### src/rtl/wdog_pkg.sv
package wdog_pkg;
  localparam int ADDR_W  = 2;
  localparam int DATA_W  = 32;
  localparam int RANGE_W = 4;
  localparam int PULSE_W = 3;
  // Pulse counter holds up to 2^(2^PULSE_W) - 1.
  localparam int PCNT_W  = 1 << PULSE_W;

  // Control word bit positions.
  localparam int CB_EN     = 0;
  localparam int CB_MODE   = 1;
  localparam int CB_RANGE  = 4;
  localparam int CB_PULSE  = 8;

  typedef enum logic [ADDR_W-1:0] {
    SEL_CTRL  = 2'd0,
    SEL_COUNT = 2'd1,
    SEL_STAT  = 2'd2,
    SEL_SPARE = 2'd3
  } reg_sel_e;

  typedef struct packed {
    logic [PULSE_W-1:0] pulse;
    logic [RANGE_W-1:0] range;
    logic               mode;
    logic               en;
  } ctrl_t;

  function automatic logic [DATA_W-1:0] ctrl_to_word(input ctrl_t c);
    logic [DATA_W-1:0] w;
    w = '0;
    w[CB_EN]                        = c.en;
    w[CB_MODE]                      = c.mode;
    w[CB_RANGE +: RANGE_W]          = c.range;
    w[CB_PULSE +: PULSE_W]          = c.pulse;
    return w;
  endfunction
endpackage

### src/rtl/wdog_regs.sv
module wdog_regs
  import wdog_pkg::*;
#(
  parameter int          CNT_W    = 32,
  parameter logic [31:0] KICK_KEY = 32'h6B1D_C0A5
) (
  input  logic                clk,
  input  logic                rst_n,
  input  logic                wr_en,
  input  logic [ADDR_W-1:0]   wr_addr,
  input  logic [DATA_W-1:0]   wr_data,
  input  logic                rd_en,
  input  logic [ADDR_W-1:0]   rd_addr,
  input  logic [CNT_W-1:0]    cnt,
  input  logic                irq,
  input  logic                hold,
  input  logic                self_clear,
  output ctrl_t               ctrl,
  output logic                load,
  output logic [RANGE_W-1:0]  load_range,
  output logic                irq_clr,
  output logic [DATA_W-1:0]   rd_data
);
  logic     wr_ok;
  logic     start;
  logic     kick;
  reg_sel_e wsel;
  reg_sel_e rsel;

  assign wsel  = reg_sel_e'(wr_addr);
  assign rsel  = reg_sel_e'(rd_addr);
  assign wr_ok = wr_en && !hold;

  assign start = wr_ok && (wsel == SEL_CTRL) && wr_data[CB_EN] && !ctrl.en;
  assign kick  = wr_ok && (wsel == SEL_COUNT) && (wr_data == KICK_KEY) && ctrl.en;
  assign irq_clr = wr_ok && (wsel == SEL_STAT);

  assign load       = start || kick;
  assign load_range = start ? wr_data[CB_RANGE +: RANGE_W] : ctrl.range;

  always_ff @(posedge clk) begin
    if (!rst_n || self_clear) begin
      ctrl <= '0;
    end else if (wr_ok && (wsel == SEL_CTRL)) begin
      ctrl.en    <= ctrl.en | wr_data[CB_EN];
      ctrl.mode  <= wr_data[CB_MODE];
      ctrl.range <= wr_data[CB_RANGE +: RANGE_W];
      ctrl.pulse <= wr_data[CB_PULSE +: PULSE_W];
    end
  end

  always_ff @(posedge clk) begin
    if (!rst_n) begin
      rd_data <= '0;
    end else if (rd_en) begin
      unique case (rsel)
        SEL_CTRL:  rd_data <= ctrl_to_word(ctrl);
        SEL_COUNT: rd_data <= DATA_W'(cnt);
        SEL_STAT:  rd_data <= {{(DATA_W-1){1'b0}}, irq};
        default:   rd_data <= '0;
      endcase
    end
  end
endmodule

### src/rtl/wdog_counter.sv
module wdog_counter
  import wdog_pkg::*;
#(
  parameter int CNT_W    = 32,
  parameter int BASE_EXP = 16
) (
  input  logic               clk,
  input  logic               rst_n,
  input  logic               run,
  input  logic               load,
  input  logic [RANGE_W-1:0] load_range,
  input  logic               self_clear,
  output logic [CNT_W-1:0]   cnt,
  output logic               tmo
);
  localparam logic [CNT_W:0] ONE = {{CNT_W{1'b0}}, 1'b1};

  function automatic logic [CNT_W-1:0] range_val(input logic [RANGE_W-1:0] r);
    logic [CNT_W:0] p;
    p = ONE << (BASE_EXP + int'(r));
    return CNT_W'(p - ONE);
  endfunction

  assign tmo = run && !load && (cnt == '0);

  always_ff @(posedge clk) begin
    if (!rst_n || self_clear) begin
      cnt <= '0;
    end else if (load || tmo) begin
      cnt <= range_val(load_range);
    end else if (run) begin
      cnt <= cnt - 1'b1;
    end
  end
endmodule

### src/rtl/wdog_escalate.sv
module wdog_escalate
  import wdog_pkg::*;
(
  input  logic               clk,
  input  logic               rst_n,
  input  logic               tmo,
  input  logic               mode,
  input  logic [PULSE_W-1:0] pulse_sel,
  input  logic               irq_clr,
  output logic               irq,
  output logic               active,
  output logic               done
);
  localparam logic [PCNT_W:0] P_ONE = {{PCNT_W{1'b0}}, 1'b1};

  logic [PCNT_W-1:0] pcnt;
  logic              irq_left;
  logic [PCNT_W:0]   plen;

  assign done     = active && (pcnt == '0);
  assign irq_left = irq && !irq_clr;
  assign plen     = P_ONE << (int'(pulse_sel) + 1);

  always_ff @(posedge clk) begin
    if (!rst_n) begin
      irq    <= 1'b0;
      active <= 1'b0;
      pcnt   <= '0;
    end else if (active) begin
      if (done) begin
        active <= 1'b0;
        irq    <= 1'b0;
      end else begin
        pcnt <= pcnt - 1'b1;
      end
    end else if (tmo) begin
      if (!mode || irq_left) begin
        active <= 1'b1;
        pcnt   <= PCNT_W'(plen - P_ONE);
      end else begin
        irq <= 1'b1;
      end
    end else if (irq_clr) begin
      irq <= 1'b0;
    end
  end
endmodule

### src/rtl/twostage_wdog.sv
module twostage_wdog
  import wdog_pkg::*;
#(
  parameter int          CNT_W    = 32,
  parameter int          BASE_EXP = 16,
  parameter logic [31:0] KICK_KEY = 32'h6B1D_C0A5
) (
  input  logic              clk,
  input  logic              rst_n,
  input  logic              wr_en,
  input  logic [1:0]        wr_addr,
  input  logic [31:0]       wr_data,
  input  logic              rd_en,
  input  logic [1:0]        rd_addr,
  output logic [31:0]       rd_data,
  output logic              irq,
  output logic              sys_rst
);
  ctrl_t               ctrl;
  logic                load;
  logic [RANGE_W-1:0]  load_range;
  logic                irq_clr;
  logic [CNT_W-1:0]    cnt;
  logic                tmo;
  logic                run;
  logic                active;
  logic                done;

  assign run     = ctrl.en && !active;
  assign sys_rst = active;

  wdog_regs #(.CNT_W(CNT_W), .KICK_KEY(KICK_KEY)) u_regs (
    .clk(clk), .rst_n(rst_n),
    .wr_en(wr_en), .wr_addr(wr_addr), .wr_data(wr_data),
    .rd_en(rd_en), .rd_addr(rd_addr),
    .cnt(cnt), .irq(irq), .hold(active), .self_clear(done),
    .ctrl(ctrl), .load(load), .load_range(load_range),
    .irq_clr(irq_clr), .rd_data(rd_data)
  );

  wdog_counter #(.CNT_W(CNT_W), .BASE_EXP(BASE_EXP)) u_counter (
    .clk(clk), .rst_n(rst_n), .run(run), .load(load),
    .load_range(load_range), .self_clear(done),
    .cnt(cnt), .tmo(tmo)
  );

  wdog_escalate u_escalate (
    .clk(clk), .rst_n(rst_n), .tmo(tmo), .mode(ctrl.mode),
    .pulse_sel(ctrl.pulse), .irq_clr(irq_clr),
    .irq(irq), .active(active), .done(done)
  );
endmodule

### config.mk
export PLATFORM = sky130hd
export DESIGN_NAME = twostage_wdog
export DESIGN_NICKNAME = d
export VERILOG_FILES = /design/src/rtl/wdog_pkg.sv /design/src/rtl/wdog_regs.sv /design/src/rtl/wdog_counter.sv /design/src/rtl/wdog_escalate.sv /design/src/rtl/twostage_wdog.sv
export SDC_FILE = /design/constraint.sdc
export NUM_CORES = 1
export LEC_CHECK = 0
export CAP_MARGIN = 5
export CORE_ASPECT_RATIO = 0.8
export CORE_UTILIZATION = 30
export CTS_CLUSTER_SIZE = 24
export DETAILED_ROUTE_END_ITERATION = 8
export DONT_BUFFER_PORTS = 1
export MAX_ROUTING_LAYER = met4
export PLACE_DENSITY = 0.51
export SLEW_MARGIN = 0
export SYNTH_ARGS = -nofsm -noshare
export SYNTH_HDL_FRONTEND = slang
export SYNTH_HIERARCHICAL = 1
export SYNTH_SLANG_ARGS = --single-unit
### constraint.sdc
create_clock -name clk -period 3.5 [get_ports clk]
set_input_delay 0.7 -clock clk [delete_from_list [all_inputs] [get_ports clk]]
set_output_delay 0.7 -clock clk [all_outputs]
set_load 0.005 [all_outputs]
# Yosys cells after proc, flatten, opt, wreduce, memory -nomap -nowiden
# Index checks and enable logic that the tools add are counted.
totals:
  out_inout_bits: 34
  wordCells: 76
  register_bits: 83
  inputBits: 40
classes:
  n_eq_ne: 8
  addsub: 6
  shift: 2
  muxes: 17
  reduce_logical: 33
  n_bitwise: 1
ops:
  columns: ["op", "count"]
  rows:
  - ["$pmux W32 S3", 1]
  - ["$mux W32", 2]
  - ["$sub A32 B1 Y32 const B", 2]
  - ["$eq A32 B31 Y1 const B", 1]
  - ["$logic_not A32 Y1", 1]
  - ["$mux W8", 4]
  - ["$shl A1 B32 Y32 const A", 1]
  - ["$shl A1 B32 Y8 const A", 1]
  - ["$sub A8 B1 Y8 const B", 2]
  - ["$logic_and A1 B1 Y1", 13]
  - ["$mux W1", 9]
  - ["$logic_not A8 Y1", 1]
  - ["$add A5 B4 Y6 const A", 1]
  - ["$logic_not A1 Y1", 6]
  - ["$reduce_and A3 Y1", 2]
  - ["$reduce_bool A2 Y1", 3]
  - ["$add A3 B1 Y4 const B", 1]
  - ["$eq A2 B1 Y1 const B", 2]
  - ["$eq A2 B2 Y1 const B", 2]
  - ["$logic_not A2 Y1", 2]
  - ["$logic_or A1 B1 Y1", 4]
  - ["$mux W4", 1]
  - ["$ne A2 B2 Y1 const B", 2]
  - ["$ne A3 B2 Y1 const B", 1]
  - ["2 further kinds", 2]

# Longest topological paths before layout
# Gate-level depths: netlist of run 1.
depth:
  word_depth: 11
  ltp_mapped: 14
  ltp_nobuf: 12

# By module
# Netlist of run 1, hierarchy kept.
by_module_without_submodules:
  columns: ["module", "instances", "seq_area_each_um2", "cells_each", "area_per_inst_um2"]
  rows:
  - ["wdog_counter", 1, 640.6, 310, 2324.7]
  - ["wdog_regs", 1, 820.8, 209, 1888.1]
  - ["wdog_escalate", 1, 200.2, 84, 679.4]
  - ["twostage_wdog", 1, 0.0, 1, 13.8]

# Worst setup path before layout of run 1
# Ideal clock, no wire load.
synth_timing:
  path_type: "input -> register"
  from: "in wr_addr[1]"
  to: "reg u_counter.cnt[22]"
  setup_slack_ns: -0.257
  stages: 13
  path_buffers: 3
  required_ns: 3.426
  setup_time_ns: 0.074
  t_arrival_ns: 3.683
  path_cell_list: "nor4b_4 > nand3b_4 > o31ai_1 > clkbuf_1 > inv_1 > clkbuf_1 > nand2_1 > ha_1 > clkbuf_1 > nand3_1 > o22a_1 > or4_1 > a31oi_1"
synth_between:
  elab_chain_len: 10
  word_cells_on_any_way: 19
  cone_classes: "add/sub: 2; eq/ne: 1; shift: 1; mux: 2; reduce/logical: 13"
synth_lines:
  columns: ["item", "line", "rtl"]
  rows:
  - ["start, declared", "twostage_wdog.sv:11", "input logic [1:0] wr_addr,"]
  - ["$eq A2 B1 Y1 or $logic_not A2 Y1 (tied branches)", "wdog_regs.sv:35, wdog_regs.sv:34", null]
  - ["$logic_and A1 B1 Y1, on equally long branches (3 in series)", "wdog_regs.sv:35, wdog_regs.sv:34", null]
  - ["$logic_or A1 B1 Y1 *", "wdog_regs.sv:38", "assign load = start || kick;"]
  - ["via load", "twostage_wdog.sv:20", "logic load;"]
  - ["$logic_not A1 Y1", "wdog_counter.sv:24", "assign tmo = run && !load && (cnt == '0);"]
  - ["$logic_and A1 B1 Y1 (2 in series)", "wdog_counter.sv:24", null]
  - ["$logic_or A1 B1 Y1 *", "wdog_counter.sv:29", "end else if (load || tmo) begin"]
  - ["$mux W32 or $reduce_bool A2 Y1 (tied branches)", null, null]
  - ["end signal, assigned", "wdog_counter.sv:30", "cnt <= range_val(load_range);"]
  - ["end signal, assigned", "wdog_counter.sv:32", "cnt <= cnt - 1'b1;"]
  - ["end, declared", "wdog_counter.sv:13", "output logic [CNT_W-1:0] cnt,"]
# Mark *: on every way through the listed nets, which the timed path passes. The rest lies on a longest branch.
# A chain may end at the register's enable or synchronous reset.

# Worst setup path in the final report of run 1
layout_timing:
  from: "reg, netlist name u_regs/ctrl[0]"
  to: "reg u_escalate.pcnt[1]"
layout_between:
  word_cells_on_any_way: 10
  cone_classes: "reduce/logical: 10"
layout_lines:
  columns: ["item", "line", "rtl"]
  rows:
  - ["$logic_and A1 B1 Y1", "twostage_wdog.sv:29", "assign run = ctrl.en && !active;"]
  - ["via run", "twostage_wdog.sv:25", "logic run;"]
  - ["$logic_and A1 B1 Y1 (2 in series)", "wdog_counter.sv:24", null]
  - ["via tmo", "twostage_wdog.sv:24", "logic tmo;"]
  - ["$reduce_bool A2 Y1 (no source line)", null, null]
  - ["$reduce_and A3 Y1 (no source line)", null, null]
  - ["end signal, assigned", "wdog_escalate.sv:34", "pcnt <= pcnt - 1'b1;"]
  - ["end signal, assigned", "wdog_escalate.sv:39", "pcnt <= PCNT_W'(plen - P_ONE);"]
  - ["end, declared", "wdog_escalate.sv:16", "logic [PCNT_W-1:0] pcnt;"]
# The timed path passes the listed nets, and every way through them passes these cells.

==> flow_metrics.tcl, run 1 <==
set metrics [dict create \
    finalClockSkew_ps 5.11 \
    finalPower_uw 2700 \
    setup_violations 0 \
    report.final.slew_viol_count 0 \
    initial_core_util_pct 30.9 \
    die-area_um2 16900 \
    overflow 0 \
    synth_area_leader_cell "dfxtp_1" \
    grt_setup_unrepaired "no" \
    worstMarginPinSlew_ps 969 \
    fp.dieW_um 145 \
    drt_iter0_markers 314 \
    synth_top_family_by_area "simple AND/OR/NAND/NOR gates" \
    syn_area_per_cell_um2 8.12 \
    insertedDiodeCount 0 \
    tns_ps 0 \
    slew_headroom_pct 35.4 \
    seqCellArea_um2 1660 \
    syn_area_um2 4910 \
    cts_sinks 83 \
    wl_mm 15.3 \
    detail_route.wl_per_cell_um 18.8 \
    syn_nets 646 \
    root_buffer "clkbuf_16" \
    cp.required_ps 3740 \
    path_class "reg -> reg" \
    cp-start-kind "register" \
    cap_viol_max_count 0 \
    nNetsFinal 636 \
    antenna_found_initial 0 \
    dp_hpwl_mm 11.1 \
    synth_edf_count 0 \
    max_freq_ghz 0.321 \
    synth_flop_cell "dfxtp_1" \
    synth_cell_type_count 80 \
    drive_gt1_share_pct 10.4 \
    viasPerCell 5.53 \
    min_period_over_period_pct 89.1 \
    core_area_um2 15900 \
    synth_compound_area_share_pct 22.6 \
    post_cts_buffers 0 \
    end_kind "register" \
    grt_max_degree 47 \
    dr.pass1.iters 5 \
    rows 41 \
    cts_tree "yes" \
    hold_viol 0 \
    muxShareOfSynthArea_pct 4.11 \
    synthTopCellsByCount "83 x dfxtp_1, 62 x a21oi_1, 57 x nand2_1" \
    path_clk_slew_ps 60 \
    fillers 1651 \
    final_cell_count_no_fill 814 \
    clock_latency_ps 350 \
    drcViolationCount 0 \
    synth_fa_ha_area_share_pct 0.510 \
    p_leak_uw 0.00187 \
    design_area_um2 5490 \
    yosys_warnings 6 \
    synth_top_cell_area_share_pct 33.9 \
    synthCells 604 \
    cts_made_buffers 9 \
    grt.total_usage_pct 18.9 \
    pin_count 74 \
    synth_area_leaders "dfxtp_1 34%, nor2b_1 6.6%, a21oi_1 6.3%" \
    holdWs_ps 486 \
    placed_cell_area_um2 5160 \
    grt_pass1_wl_mm 24.0 \
    ctsResizeCount 0 \
    ys_seq_area_share_pct 33.9 \
    fin_crit_ps 3120 \
    power-per-cell-area_nw_per_um2 491 \
    run_status "complete, no violations" \
    drtAntennaViolNets 0 \
    synth.most_common_cell "dfxtp_1" \
    ir_drop_mv 0.256 \
    first_global_vias 4180 \
    arrival_ps 3360 \
    numPortBuffers 0 \
    synth-simple-area-share_pct 30.5 \
    path_max_fanout 6 \
    synth-seq-cells 83 \
    vias 4502 \
    max-clock-path-buffers 2 \
    htree_levels 3 \
    hold_buffers 0 \
    synth_xor_area_share_pct 3.21 \
    place.gp.congestion 0.888 \
    min-delay-path-class "in -> reg" \
    multi_input_area_um2 3000 \
    syn2layout_area_growth_pct 11.9 \
    async_flop_share_pct 0 \
    fp.dieH_um 116 \
    dp_cells 798 \
]
==> worst paths after layout <==
| check | end | slack (ps) | startpoint | depth (start not counted) |
|---|---|---|---|---|
| max | u_escalate/pcnt[1] | 380 | u_regs/ctrl[0] | 11 |
| min reg2reg | u_counter/cnt[6] | 490 | u_counter/cnt[6] | 2 |
| max reg2reg | u_escalate/pcnt[1] | 380 | u_regs/ctrl[0] | 11 |
| min | u_regs/rd_data[7] | 490 | rst_n | 1 |
==> flip-flops by register name, summed over array words and instances, names as in the netlist <==
signal	count
u_counter/cnt	32
u_escalate/active	1
u_escalate/irq	1
u_escalate/pcnt	8
u_regs/ctrl	9
u_regs/rd_data	32
==> area by class of cell <==
class                   instances  share of cell area (%)
inverters                      16                    1.09
flip-flops and latches         83                    30.3
repair buffers                 23                    3.14
multi-input cells             461                    54.6
clock inverters                 4                    1.32
clock buffers                  12                    4.67
well taps                     215                    4.90
==> stage by stage <==
stage | util (%) | setup WS (ps)
2_1_floorplan | - | 14.5
3_3_place_gp | 32.6 | 194
3_5_place_dp | 32.6 | 131
4_1_cts | 34.6 | 367
5_1_grt | 34.6 | 126
6_report | 34.6 | 381
==> cells by family (layout without fill, tap and decap cells) <==
| logic type | after synthesis | after routing |
|---|---|---|
| simple gates | 258 | 258 |
| compound gates | 165 | 165 |
| flops | 83 | 83 |
| buf+inv | 60 | 55 |
| xor+xnor | 18 | 18 |
| mux | 18 | 18 |
| fa+ha+maj | 2 | 2 |
==> worst max-delay path: stages, from the launching register on <==
cell and delay (ps):
dfxtp_1 490, nor2b_4 240, nor4b_1 290, and4_1 450, nand2_1 130, nor3_1 410, nor2b_4 240, a311oi_2 50
o21ba_1 360, buf_4 190, nand2_1 60, o211a_1 110
==> placed cells by master, fill, tap and decap left out, types with 8 or more instances in the layout <==
cell type and instances:
nor3_1 14, nor2b_1 52, xor2_1 9, and2_1 11, xnor2_1 9, nor4_1 10
nand2b_1 11, dfxtp_1 83, nand3_1 15, inv_1 16, mux2i_1 13, o22ai_1 8
o21ai_0 18, buf_4 23, nand2_1 57, clkbuf_16 9, nor2_1 33, a21oi_1 62
==> per-layer routing <==
layer	global-route usage (%)	wire length (um)	part of all wire [%]	up-vias
met5	-	0	0	-
met4	5.39	180	1.2	0
met3	4.49	935	6.1	13
met2	28.2	6600	43	141
met1	25.4	7560	50	2176
li1	-	-	-	2172
==> where the power goes <==
group | switching, uW | internal [uW]
Combinational | 347 | 234
Clock | 388 | 663
Sequential | 74.2 | 992
Total | 809 | 1890
Note: power is estimated with default switching activity, not from simulation.
==> run 2: changes to the inputs <==
- CORE_ASPECT_RATIO: 0.8 -> 1.5
==> run 2 against run 1 <==
  * Wire length increased by 1.9%
  * Cell area about the same
  * Hold slack got worse by 1.6 ps
  * Highest routed layer unchanged
  * Clock-buffer cell count decreased by 3
  * Sequential power about the same
  * Core utilization about the same
  * Via count increased by 0.96%
  * Fmax increased by 1.9%
  * Largest cell class unchanged
  * Non-clock buffer count increased by 5
  * Flip-flop and latch count unchanged
  * Final cell count decreased by 0.86%
  * Die area about the same
==> flow_metrics.tcl, run 2 (synthesis gave the netlist of run 1 again) <==
set metrics [dict create \
    detail_route.wl_per_cell_um 19.3 \
    wl_mm 15.6 \
    p_leak_uw 0.00189 \
    max-clock-path-buffers 2 \
    cts_tree "yes" \
    syn2layout_area_growth_pct 11.9 \
    grt_setup_unrepaired "no" \
    hold_viol 0 \
    slew_headroom_pct 36.7 \
    cap_viol_max_count 0 \
    placed_cell_area_um2 5180 \
    drive_gt1_share_pct 11.3 \
    finalPower_uw 2650 \
    report.final.slew_viol_count 0 \
    run_status "complete, no violations" \
    fp.dieH_um 159 \
    hold_buffers 0 \
    min_period_over_period_pct 87.4 \
    fp.dieW_um 106 \
    final_cell_count_no_fill 807 \
    drt_iter0_markers 244 \
    setup_violations 0 \
    root_buffer "clkbuf_16" \
    antenna_found_initial 0 \
    final_cell_mix "83 x dfxtp_1, 62 x a21oi_1, 57 x nand2_1" \
    ctsResizeCount 0 \
    dr.pass1.iters 4 \
    r2r_slack_ps 440 \
    vias 4545 \
    first_global_vias 4417 \
    viasPerCell 5.63 \
    place.gp.congestion 0.936 \
    cts_made_buffers 9 \
    tns_ps 0 \
    crit_path_top_delay_cell "dfxtp_1" \
    cp-start-kind "register" \
    path_class "reg -> reg" \
    grt.total_usage_pct 19.4 \
    cp_cell_sequence "nor4b_4 -> nand3b_4 -> mux2_4 -> nor4b_2 -> buf_4 -> a31oi_1 -> and3_1 -> and3_1 -> and4b_1 -> a311o_1" \
    grt_pass1_wl_mm 24.3 \
    critPathMostFrequentCell "and3_1" \
    overflow 0 \
    rows 56 \
    htree_levels 3 \
    end_kind "register" \
    cp.required_ps 3730 \
    dp_hpwl_mm 11.5 \
    grt_max_degree 47 \
    fin_crit_ps 3060 \
    insertedDiodeCount 0 \
    pin_count 74 \
    die-area_um2 16900 \
    post_cts_buffers 0 \
    cts_sinks 83 \
    initial_core_util_pct 31.0 \
    slowest_delay_ps 420 \
    worstMarginPinSlew_ps 950 \
    nNetsFinal 641 \
    max_freq_ghz 0.327 \
    arrival_ps 3290 \
    numPortBuffers 0 \
    drtAntennaViolNets 0 \
    final_common_cell "dfxtp_1" \
    path_max_fanout 11 \
    reg.largest.list "u_counter/cnt x32, u_regs/rd_data x32, u_regs/ctrl x9" \
    fin_util_pct 34.7 \
    finalClockSkew_ps 9.18 \
    clock_latency_ps 340 \
    path_clk_slew_ps 70 \
    dp_cells 791 \
    design_area_um2 5490 \
    drcViolationCount 0 \
    core_area_um2 15800 \
    min-delay-path-class "in -> reg" \
    power-per-cell-area_nw_per_um2 483 \
    ir_drop_mv 0.230 \
]
[run 2: per-stage QoR]
step | setup WS (ps) | hold WS, ps
CTS | 426 | 467
detailed placement | 181 | 484
global route | 272 | 469
global placement | 222 | 478
floorplan | 14.5 | 445
finish | 439 | 485
[run 2: critical path, delay by kind of cell (launching register included)]
kind / cells / cell delay (ps)
flip-flops: 1 / 420
buffers and inverters: 1 / 180
AO/OA/AOI/OAI: 2 / 350
multiplexers: 1 / 420
AND/OR/NAND/NOR: 6 / 1590
[run 2: worst paths after layout]
kind,startpoint,endpoint,cells past startpoint
worst max-delay path,u_escalate/active,u_counter/cnt[25],10
worst min-delay path,rst_n,u_regs/rd_data[30],1
worst min register to register,u_counter/cnt[6],u_counter/cnt[6],2
worst max register to register,u_escalate/active,u_counter/cnt[25],10
[run 2: per-layer routing]
metal  global-route usage, %  wire length (um)  vias up
met3                    2.91               712       36
li1                        -                 -     2178
met4                    8.48               560        0
met2                    35.3              8370      139
met5                       -                 0        -
met1                    20.7              5930     2192
[run 2: final cells by class]
type / count / area (um2)
multi-input combinational: 461 / 3000
fill: 1722 / 10300
inverter: 16 / 60.1
tap: 203 / 254
clock buffer: 9 / 225
clock inverter: 7 / 82.6
timing repair buffer: 28 / 210
sequential: 83 / 1660
[run 2: power breakdown]
part,total [uW],internal [uW],switching [uW]
sequential,1060,991,70.7
combinational,591,245,346
clock,999,565,434
==> run 3: changes to the inputs <==
==> constraint.sdc (replaced) <==
create_clock -name clk -period 3.5 [get_ports clk]
set_input_delay 0.175 -clock clk [delete_from_list [all_inputs] [get_ports clk]]
set_output_delay 0.175 -clock clk [all_outputs]
set_load 0.005 [all_outputs]
==> run 3 against run 2 <==
  * Setup slack got worse by 150 ps
  * Die area unchanged
  * Combinational power about the same
  * Clock-buffer cell count unchanged
  * Fmax decreased by 4.6%
  * Total power decreased by 0.25%
  * Global-route usage increased by 0.42 points
==> flow_metrics.tcl, run 3 (synthesis gave the netlist of run 1 again) <==
set metrics [dict create \
    ir_drop_mv 0.224 \
    nNetsFinal 637 \
    first_global_vias 4474 \
    cap_viol_max_count 0 \
    crit_path_top_delay_cell "a311oi_2" \
    clkPwrFrac_pct 37.5 \
    fin_util_pct 34.7 \
    grt.total_usage_pct 19.8 \
    reg2reg_to "u_escalate/pcnt[4]" \
    power-per-cell-area_nw_per_um2 481 \
    final_cell_mix "83 x dfxtp_1, 62 x a21oi_1, 57 x nand2_1" \
    drcViolationCount 0 \
    setup_violations 0 \
    wl_met2_mm 8.17 \
    drtAntennaViolNets 0 \
    min_period_over_period_pct 91.7 \
    path_clk_slew_ps 60 \
    drt_iter0_markers 290 \
    place.gp.congestion 0.964 \
    run_status "complete, no violations" \
    detail_route.wl_per_cell_um 19.6 \
    path_buf_inv 1 \
    max_freq_ghz 0.312 \
    max-clock-path-buffers 2 \
    htree_levels 3 \
    grt_setup_unrepaired "no" \
    antenna_found_initial 0 \
    p_sw_share_pct 32.3 \
    report.final.slew_viol_count 0 \
    finalClockSkew_ps 10.4 \
    vias 4539 \
    min-delay-path-class "in -> reg" \
    route.layer.met1.wl_mm 5.99 \
    syn2layout_area_growth_pct 12.1 \
    design_area_um2 5500 \
    end_kind "register" \
    hold_viol 0 \
    rows 56 \
    crit_family "compound AO/OA/AOI/OAI gates" \
    slowest_delay_ps 530 \
    min_from "rst_n" \
    wl_mm 15.8 \
    top_layer "met4" \
    fin_crit_ps 3210 \
    cts_tree "yes" \
    dr.pass1.iters 5 \
    initial_core_util_pct 31.0 \
    slew_headroom_pct 28.8 \
    grt_pass1_wl_mm 24.8 \
    met3_length_um 883 \
    path_class "reg -> reg" \
    core_area_um2 15800 \
    path_max_fanout 19 \
    whs_path_depth 1 \
    reg.largest.list "u_counter/cnt x32, u_regs/rd_data x32, u_regs/ctrl x9" \
    arrival_ps 3440 \
    fp.dieH_um 159 \
    p_int_uw 1790 \
    p_leak_uw 0.00186 \
    final_common_cell "dfxtp_1" \
    cts_made_buffers 9 \
    finalPower_uw 2650 \
    reg2reg_depth 10 \
    r2r_start "u_escalate/active" \
    placed_cell_area_um2 5060 \
    cp-start-kind "register" \
    cp.required_ps 3730 \
    dp_hpwl_mm 11.3 \
    drive_gt1_share_pct 8.67 \
    root_buffer "clkbuf_16" \
    cp_cell_sequence "nor3b_1 -> nand4_1 -> o31ai_2 -> buf_4 -> nor3_1 -> nor2b_4 -> a311oi_2 -> o21ba_1 -> and2_4 -> a32o_1" \
    cts_sinks 83 \
    power.switching_uw 853 \
    viasPerCell 5.65 \
    hold_end "u_escalate/pcnt[4]" \
    worstMarginPinSlew_ps 1070 \
    fp.dieW_um 106 \
    grt_max_degree 41 \
    overflow 0 \
    clock_latency_ps 340 \
    combinationalPowerShare_pct 22.3 \
    numPortBuffers 0 \
    insertedDiodeCount 0 \
    pin_count 74 \
    r2r_slack_ps 290 \
    fillers 1682 \
    die-area_um2 16900 \
    tns_ps 0 \
    seq_power_share_pct 40.2 \
    post_cts_buffers 0 \
]
==> run 3: worst max-delay path by stage <==
stage | start | end | cells after the start
floorplan | u_escalate/active | u_counter/cnt[22] | 13
global placement | u_escalate/active | u_counter/cnt[28] | 12
detailed placement | u_escalate/active | u_escalate/pcnt[4] | 10
CTS | u_escalate/active | u_escalate/pcnt[4] | 10
global route | u_escalate/active | u_counter/cnt[28] | 12
finish | u_escalate/active | u_escalate/pcnt[4] | 10
==> run 3: what timing repair did <==
action / 4_1_cts / 5_1_grt
hold endpoints to repair: 49 / 0
resized for setup: 0 / 0
setup endpoints to repair: 0 / 1
hold buffers: 12 / 0
==> run 3: metal layers <==
| metal | global-route usage [%] | up-vias |
|---|---|---|
| li1 | - | 2177 |
| met1 | 21.0 | 2159 |
| met2 | 34.8 | 164 |
| met3 | 3.77 | 39 |
| met4 | 10.8 | 0 |
| met5 | - | - |
==> run 3: cell type report <==
type	instances	area [um2]	share of cell area [%]
Multi-Input combinational cell	461	2990	54.4
Sequential cell	83	1660	30.2
Tap cell	203	254	4.62
Clock inverter	7	85.1	1.55
Timing Repair Buffer	24	220	4.01
Clock buffer	9	225	4.10
Inverter	16	60.1	1.09
==> run 3: power groups by stage <==
stage	clock network [uW]	registers (uW)	logic, uW
2_1_floorplan	0	1060	460
3_3_place_gp	0	1080	561
3_5_place_dp	0	1080	561
4_1_cts	1020	1060	586
5_1_grt	1060	1070	648
6_report	992	1060	590
==> run 3: worst register-to-register path, stage by stage (launching register included) <==
cell and delay [ps]:
dfxtp_1 390, nor3b_1 310, nand4_1 190, o31ai_2 280, buf_4 310, nor3_1 170, nor2b_4 150, a311oi_2 530
o21ba_1 340, and2_4 220, a32o_1 210
==> run 3: metrics by stage <==
stage / instances / hold slack (ps) / setup slack (ps)
2_1_floorplan: 604 / 303 / 41.3
3_3_place_gp: 775 / 307 / 320
3_5_place_dp: 775 / 306 / 286
4_1_cts: 803 / 10.3 / 232
5_1_grt: 803 / 10.0 / 13.0
6_report: 803 / 18.4 / 292
